===== config.mk =====
export PLATFORM = sky130hd
export DESIGN_NAME = pgx_expander
export DESIGN_NICKNAME = d
export VERILOG_FILES = /design/src/rtl/pgx_pkg.sv /design/src/rtl/pgx_page_regs.sv /design/src/rtl/pgx_translate.sv /design/src/rtl/pgx_overlay.sv /design/src/rtl/pgx_expander.sv
export SDC_FILE = /design/constraint.sdc
export NUM_CORES = 1
export LEC_CHECK = 0
export BUFFER_PORTS_ARGS = -buffer_cell sky130_fd_sc_hd__buf_4
export CAP_MARGIN = 20
export CORE_UTILIZATION = 30
export DETAILED_ROUTE_END_ITERATION = 10
export GPL_TIMING_DRIVEN = 0
export PLACE_DENSITY_LB_ADDON = 0.08
export SLEW_MARGIN = 20
export SYNTH_ARGS = -nofsm -noshare
export SYNTH_HDL_FRONTEND = slang
export SYNTH_SLANG_ARGS = --single-unit
export TNS_END_PERCENT = 1

===== constraint.sdc =====
create_clock -name clk -period 0.8 [get_ports clk]
set_input_delay 0.04 -clock clk [delete_from_list [all_inputs] [get_ports clk]]
set_output_delay 0.04 -clock clk [all_outputs]
set_load 0.005 [all_outputs]

===== src/rtl/pgx_pkg.sv =====
package pgx_pkg;
    localparam int LOC_W  = 16;
    localparam int PAGE_W = 4;
    localparam int OFF_W  = LOC_W - 2;
    localparam int GLB_W  = PAGE_W + OFF_W;

    typedef struct packed {
        logic [PAGE_W-1:0] cpu;
        logic [PAGE_W-1:0] dbg;
    } page_state_t;
endpackage


===== src/rtl/pgx_page_regs.sv =====
module pgx_page_regs
    import pgx_pkg::*;
(
    input  logic              clk,
    input  logic              rst_n,
    input  logic              wr_en,
    input  logic              wr_sel,
    input  logic [PAGE_W-1:0] wr_data,
    output logic [PAGE_W-1:0] cpu_page,
    output logic [PAGE_W-1:0] dbg_page
);
    page_state_t st_d, st_q;

    always_comb begin
        st_d = st_q;
        if (wr_en) begin
            if (wr_sel) st_d.dbg = wr_data;
            else        st_d.cpu = wr_data;
        end
    end

    always_ff @(posedge clk or negedge rst_n) begin
        if (!rst_n) st_q <= '0;
        else        st_q <= st_d;
    end

    assign cpu_page = st_q.cpu;
    assign dbg_page = st_q.dbg;

    assert_reset_clear_R1: assert property (@(posedge clk)
        !rst_n |=> (cpu_page == '0 && dbg_page == '0));
    assert_cpu_write_R5: assert property (@(posedge clk) disable iff (!rst_n)
        (wr_en && !wr_sel) |=> (cpu_page == $past(wr_data) && $stable(dbg_page)));
    assert_dbg_write_R6: assert property (@(posedge clk) disable iff (!rst_n)
        (wr_en && wr_sel) |=> (dbg_page == $past(wr_data) && $stable(cpu_page)));
    assert_hold_R9: assert property (@(posedge clk) disable iff (!rst_n)
        !wr_en |=> ($stable(cpu_page) && $stable(dbg_page)));
endmodule


===== src/rtl/pgx_translate.sv =====
module pgx_translate
    import pgx_pkg::*;
(
    input  logic              clk,
    input  logic              rst_n,
    input  logic [LOC_W-1:0]  loc,
    input  logic [PAGE_W-1:0] cpu_page,
    input  logic [PAGE_W-1:0] dbg_page,
    input  logic              use_dbg,
    output logic [GLB_W-1:0]  glb,
    output logic              in_flash
);
    localparam int FILL_W = GLB_W - LOC_W;

    logic [1:0]        quad;
    logic [PAGE_W-1:0] sel_page;

    always_comb begin
        quad     = loc[LOC_W-1 -: 2];
        sel_page = use_dbg ? dbg_page : cpu_page;
        unique case (quad)
            2'b10: begin
                glb      = {sel_page, loc[OFF_W-1:0]};
                in_flash = 1'b1;
            end
            2'b11: begin
                glb      = {{PAGE_W{1'b1}}, loc[OFF_W-1:0]};
                in_flash = 1'b1;
            end
            default: begin
                glb      = {{FILL_W{1'b1}}, loc};
                in_flash = 1'b0;
            end
        endcase
    end

    assert_window_cpu_R2: assert property (@(posedge clk) disable iff (!rst_n)
        (loc[LOC_W-1 -: 2] == 2'b10 && !use_dbg) |-> (glb[GLB_W-1 -: PAGE_W] == cpu_page && in_flash));
    assert_upper_fixed_R3: assert property (@(posedge clk) disable iff (!rst_n)
        (loc[LOC_W-1 -: 2] == 2'b11) |-> (&glb[GLB_W-1 -: PAGE_W] && in_flash));
endmodule


===== src/rtl/pgx_overlay.sv =====
module pgx_overlay
    import pgx_pkg::*;
#(
    parameter logic [PAGE_W-1:0] OVL_PAGE    = '1,
    parameter int                OVL_SLICE_W = 8
) (
    input  logic              clk,
    input  logic              rst_n,
    input  logic [LOC_W-1:0]  loc,
    input  logic [PAGE_W-1:0] cpu_page,
    input  logic              dbg_active,
    output logic              hit
);
    logic in_window;
    logic in_slice;

    always_comb begin
        in_window = (loc[LOC_W-1 -: 2] == 2'b10);
        in_slice  = &loc[OFF_W-1:OVL_SLICE_W];
        hit       = dbg_active && (cpu_page == OVL_PAGE) && in_window && in_slice;
    end

    assert_ovl_range_R8: assert property (@(posedge clk) disable iff (!rst_n)
        hit |-> (loc >= 16'hBF00 && loc <= 16'hBFFF && dbg_active));
endmodule


===== src/rtl/pgx_expander.sv =====
module pgx_expander
    import pgx_pkg::*;
(
    input  logic              clk,
    input  logic              rst_n,
    input  logic [LOC_W-1:0]  loc_addr,
    input  logic              wr_en,
    input  logic              wr_sel,
    input  logic [PAGE_W-1:0] wr_data,
    input  logic              dbg_active,
    input  logic              dbg_page_en,
    input  logic              dbg_access,
    output logic [GLB_W-1:0]  glb_addr,
    output logic              flash_sel,
    output logic              overlay_hit,
    output logic [PAGE_W-1:0] cpu_page_rd,
    output logic [PAGE_W-1:0] dbg_page_rd
);
    logic [PAGE_W-1:0] cpu_page, dbg_page;
    logic              use_dbg, in_flash, hit;

    assign use_dbg = dbg_page_en && dbg_access;

    pgx_page_regs u_regs (
        .clk(clk), .rst_n(rst_n), .wr_en(wr_en), .wr_sel(wr_sel),
        .wr_data(wr_data), .cpu_page(cpu_page), .dbg_page(dbg_page)
    );

    pgx_translate u_xlat (
        .clk(clk), .rst_n(rst_n), .loc(loc_addr), .cpu_page(cpu_page),
        .dbg_page(dbg_page), .use_dbg(use_dbg), .glb(glb_addr), .in_flash(in_flash)
    );

    pgx_overlay u_ovl (
        .clk(clk), .rst_n(rst_n), .loc(loc_addr), .cpu_page(cpu_page),
        .dbg_active(dbg_active), .hit(hit)
    );

    assign overlay_hit = hit;
    assign flash_sel   = in_flash && !hit;
    assign cpu_page_rd = cpu_page;
    assign dbg_page_rd = dbg_page;

    assert_low_region_R4: assert property (@(posedge clk) disable iff (!rst_n)
        !loc_addr[LOC_W-1] |-> (!flash_sel && !overlay_hit && &glb_addr[GLB_W-1 -: 2]));
    assert_dbg_page_R7: assert property (@(posedge clk) disable iff (!rst_n)
        (dbg_page_en && dbg_access && loc_addr[LOC_W-1 -: 2] == 2'b10)
        |-> (glb_addr[GLB_W-1 -: PAGE_W] == dbg_page_rd));
    assert_ovl_excl_R8: assert property (@(posedge clk) disable iff (!rst_n)
        overlay_hit |-> (!flash_sel && cpu_page_rd == 4'hF));
endmodule


# Word level (Yosys, flattened, before mapping)
# Index checks and enable logic that the tools add are counted.
[word_totals]
reg_bits = 8
input_bits = 27
output_inout_bits = 28
wordCells = 19
[op_classes]
n_eq_ne = 3
muxes = 3
bitwise = 1
n_reduce_logical = 10
[ops]
columns = ["cell", "n"]
rows = [
  ["18-bit case mux with 2 select lines", 1],
  ["6-bit AND reduction", 1],
  ["1-bit logical AND", 5],
  ["2-bit equality test, second input constant", 2],
  ["4-bit equality test, second input constant", 1],
  ["4-bit two-way mux", 1],
  ["2-bit AND reduction", 2],
  ["2-bit OR reduction", 1],
  ["1-bit logical NOT", 1],
  ["1-bit two-way mux", 1],
  ["1-bit NOT", 1],
]

# Longest topological paths before layout
[depth]
word_depth = 6
ltp_mapped = 3
depth_no_buf = 3

# Hierarchy
# From an unflattened synthesis, not the netlist that was laid out.
[hier_totals]
hier_cells = 49
hier_area_um2 = 569.3
[by_module_without_submodules]
columns = ["mod", "instances", "cells_per_inst", "area_per_inst_um2", "seq_area_each_um2"]
rows = [
  ["pgx_page_regs", 1, 18, 325.3, 200.2],
  ["pgx_translate", 1, 24, 187.7, 0.0],
  ["pgx_overlay", 1, 5, 36.3, 0.0],
  ["pgx_expander", 1, 2, 20.0, 0.0],
]

# Worst setup path after synthesis
# No wires, ideal clock.
[synth_timing]
path_kind = "register to output"
startpoint = "register u_regs.st_q, in the netlist u_regs.cpu_page[1]"
endpoint = "output port flash_sel"
t_arrival_ns = 0.893
required_time_ns = 0.760
setup_slack_ns = -0.133
stages_incl_launch_ff = 4
path_buffers = 0
path_cell_list = "dfrtp_1 nand4b_1 nor4_2 nor2b_1"
[synth_via]
elab_chain_len = 6
[synth_rtl]
columns = ["item", "line", "text"]
rows = [
  ["from (decl)", "pgx_page_regs.sv:12", "page_state_t st_d, st_q;"],
  ["from (signal assigned)", "pgx_page_regs.sv:24", "else st_q <= st_d;"],
  ["4-bit equality test", "pgx_overlay.sv:20", "hit = dbg_active && (cpu_page == OVL_PAGE) && in_window && in_slice;"],
  ["1-bit logical AND (3 in a row)", "pgx_overlay.sv:20", ""],
  ["via overlay_hit", "pgx_expander.sv:15", "output logic overlay_hit,"],
  ["1-bit logical NOT", "pgx_expander.sv:40", "assign flash_sel = in_flash && !hit;"],
  ["1-bit logical AND", "pgx_expander.sv:40", ""],
  ["to (decl)", "pgx_expander.sv:14", "output logic flash_sel,"],
]
# The timed path passes the listed nets, and every way through them passes these cells.

# Worst setup path after layout
[layout_timing]
startpoint = "register u_regs.st_q, in the netlist u_regs.cpu_page[0]"
endpoint = "output port flash_sel"
[layout_via]
elab_chain_len = 6
[layout_rtl]
columns = ["item", "line"]
rows = [
  ["4-bit equality test", "pgx_overlay.sv:20"],
  ["1-bit logical AND (3 in a row)", "pgx_overlay.sv:20"],
  ["1-bit logical NOT", "pgx_expander.sv:40"],
  ["1-bit logical AND", "pgx_expander.sv:40"],
]
# Every way passes these cells.

==> run metrics <==
status=finished, violations left; failing checks=design-rule violations, negative setup slack; setup TNS=-2.81 ns; Compound-Gate Fraction of Synth Area=2.81%; core region area=1580 um^2; routability cong.=0.602; final setup fails=15; Worst Hold Class=in2reg; Die W=44.2 um; Overall Global Routing Usage=14.9%; Synth Cell Area=534 um^2; Syn. warnings=0; post-synthesis adder-cell area fraction=0%; Top Ports=55; final net count=131; final wirelength=1400 um; Critical Path AT=1.25 ns; Netlist cell types=14; via count=551; Site Rows=14; RSZ-0062 raised after global routing=true; Antenna Violating Nets Remaining=0; min Tclk post-route=1.29 ns; Worst Tran Pin Value=0.243 ns; drt first-iter violations=10; startpoint types=flop; Sink Count=8; mux share of post-synthesis cell area=22.5%; most common cell after layout, fill and taps aside=buf_4; Final Max Slew Viols=0; Area Overhead vs Synth=86.4%; full die area=1950 um^2; cell area power density=1390 nW/um^2; Max VDD drop=1.15 mV; clock share of power=22.0%; Sw Share=25.8%; vias per cell=4.67; Post-Synth Simple-Gate Area=17.6%; clock-pin slew on the worst setup and hold paths=0.05 ns; Root Buffer=clkbuf_4; TritonRoute pass-1 iters=9; Cell Int Power=1.03 mW; IO buf count=46; most frequent cells in the layout=55 x buf_4, 8 x dfrtp_1, 7 x buf_6; clk_lat worst skew=0.25 ns; n_diodes=0; #FFs+latches synth=8; Comb pwr share=40.0%; H-tree levels=1; f_max=0.775 GHz; drt drc=7; Pleak=0.531 nW; Wirelength per Cell=11.9 um; layout cells sized above 1=76.5%; vias in the first global route=478; initial antenna violation count=0; Max-slew headroom=83.8%; global-route wire length before repair=2060 um; Clock Skew=0 ns; EDFF count, synth=0; Synth Instances=50; largest family of logic cells by synthesized area=multiplexers; max cap viols=0; number of fill cells in the layout=136; CTS tree=done; register area share after synthesis=37.5%; WHS=0.0288 ns; Tcrit/Tclk final=161%; syn nets=77; Seq pwr share=38.0%; total gr overflow=0; Die Y=44.2 um; CP endpoint kind=output pin; Max FO, Critical Path=4; syn_area_per_cell=10.7 um^2; Worst EP required=0.76 ns; CTS Buf Count=3; Crit Path Category=reg2out; ys flop type=dfrtp_1; Final Hold Viols=0; Post-synth ARST share=100%; clock buffer depth=2; Synth Area in XOR/XNOR=0%; Initial Util=33.9%; Worst R2R Setup Slack=-0.07 ns; largest net degree at the start of global routing=9; Final WS setup=-0.490 ns; P_sw=0.357 mW
## final timing paths
| check | endpoint | start | cells after the start |
|---|---|---|---|
| worst min register to register | u_regs.dbg_page[1] | u_regs.dbg_page[1] | 1 |
| worst min-delay path | u_regs.dbg_page[1] | wr_data[1] | 2 |
| worst max-delay path | flash_sel | u_regs.cpu_page[0] | 4 |
| worst max register to register | u_regs.cpu_page[3] | u_regs.cpu_page[3] | 2 |
| max in group asynchronous | u_regs.cpu_page[1] | rst_n | 2 |
| min in group asynchronous | u_regs.cpu_page[3] | rst_n | 2 |
## critical path, stage by stage, from the launching register on
cell and delay, ns:
dfrtp_1 0.40, nand2_1 0.11, nor4_4 0.29, nor2b_1 0.07
buf_4 0.14
## cells in the mapped netlist, types with 2 or more instances
cell type	instances	share of area, %
buf_4	14	20
dfrtp_1	8	37
mux2_2	8	17
nand3_1	5	4.7
nand2_1	4	2.8
mux2_4	2	5.6
nor2b_1	2	2.3
## timing repair
item,CTS,global route
setup buffers,0,2
gates resized for setup,5,7
pin swaps,1,1
hold buffers,1,0
gates cloned,0,0
endpoints found under the setup margin,14,21
hold endpoints to repair,8,0
## per-stage QoR
stage,cells,utilization [%],area [um^2],total power [mW],setup WS [ns]
detailed placement,112,57.1,900,1.00,-0.241
global route,118,63.2,996,1.47,-0.600
global placement,112,57.1,900,0.996,-0.244
floorplan,50,-,534,0.713,-0.0993
finish,118,63.2,996,1.39,-0.490
CTS,116,60.3,951,1.35,-0.528
## area by class of cell
type	count	area [um^2]	area share, %
clock buffer	3	22.5	2.26
multi-input combinational	28	251	25.3
timing repair buffer	49	397	39.8
sequential	8	200	20.1
buffer	14	105	10.6
tap	16	20.0	2.01
## cells by family (layout without fill, tap and decap cells)
group / Yosys count / in the layout
buf+inv: 14 / 66
mux: 10 / 10
compound gates: 2 / 2
flops: 8 / 8
simple gates: 16 / 16
## state kept, by name, indices dropped and copies added, names as in the netlist
name             cells
u_regs.cpu_page      4
u_regs.dbg_page      4
## per-layer routing
metal	global-route usage (%)	up-vias	wire, um
met1	16.3	243	484
met2	23.2	40	652
met5	0	-	0
met4	12.7	0	40
li1	-	263	-
met3	4.90	5	221
## power groups by stage
stage          Sequential (mW)  Clock [mW]  Combinational, mW
3_3_place_gp             0.529           0              0.467
4_1_cts                  0.528       0.325              0.499
6_report                 0.526       0.306              0.554
5_1_grt                  0.534       0.339              0.599
3_5_place_dp             0.529           0              0.473
2_1_floorplan            0.522           0              0.191
(Power assumes the default switching activity.)
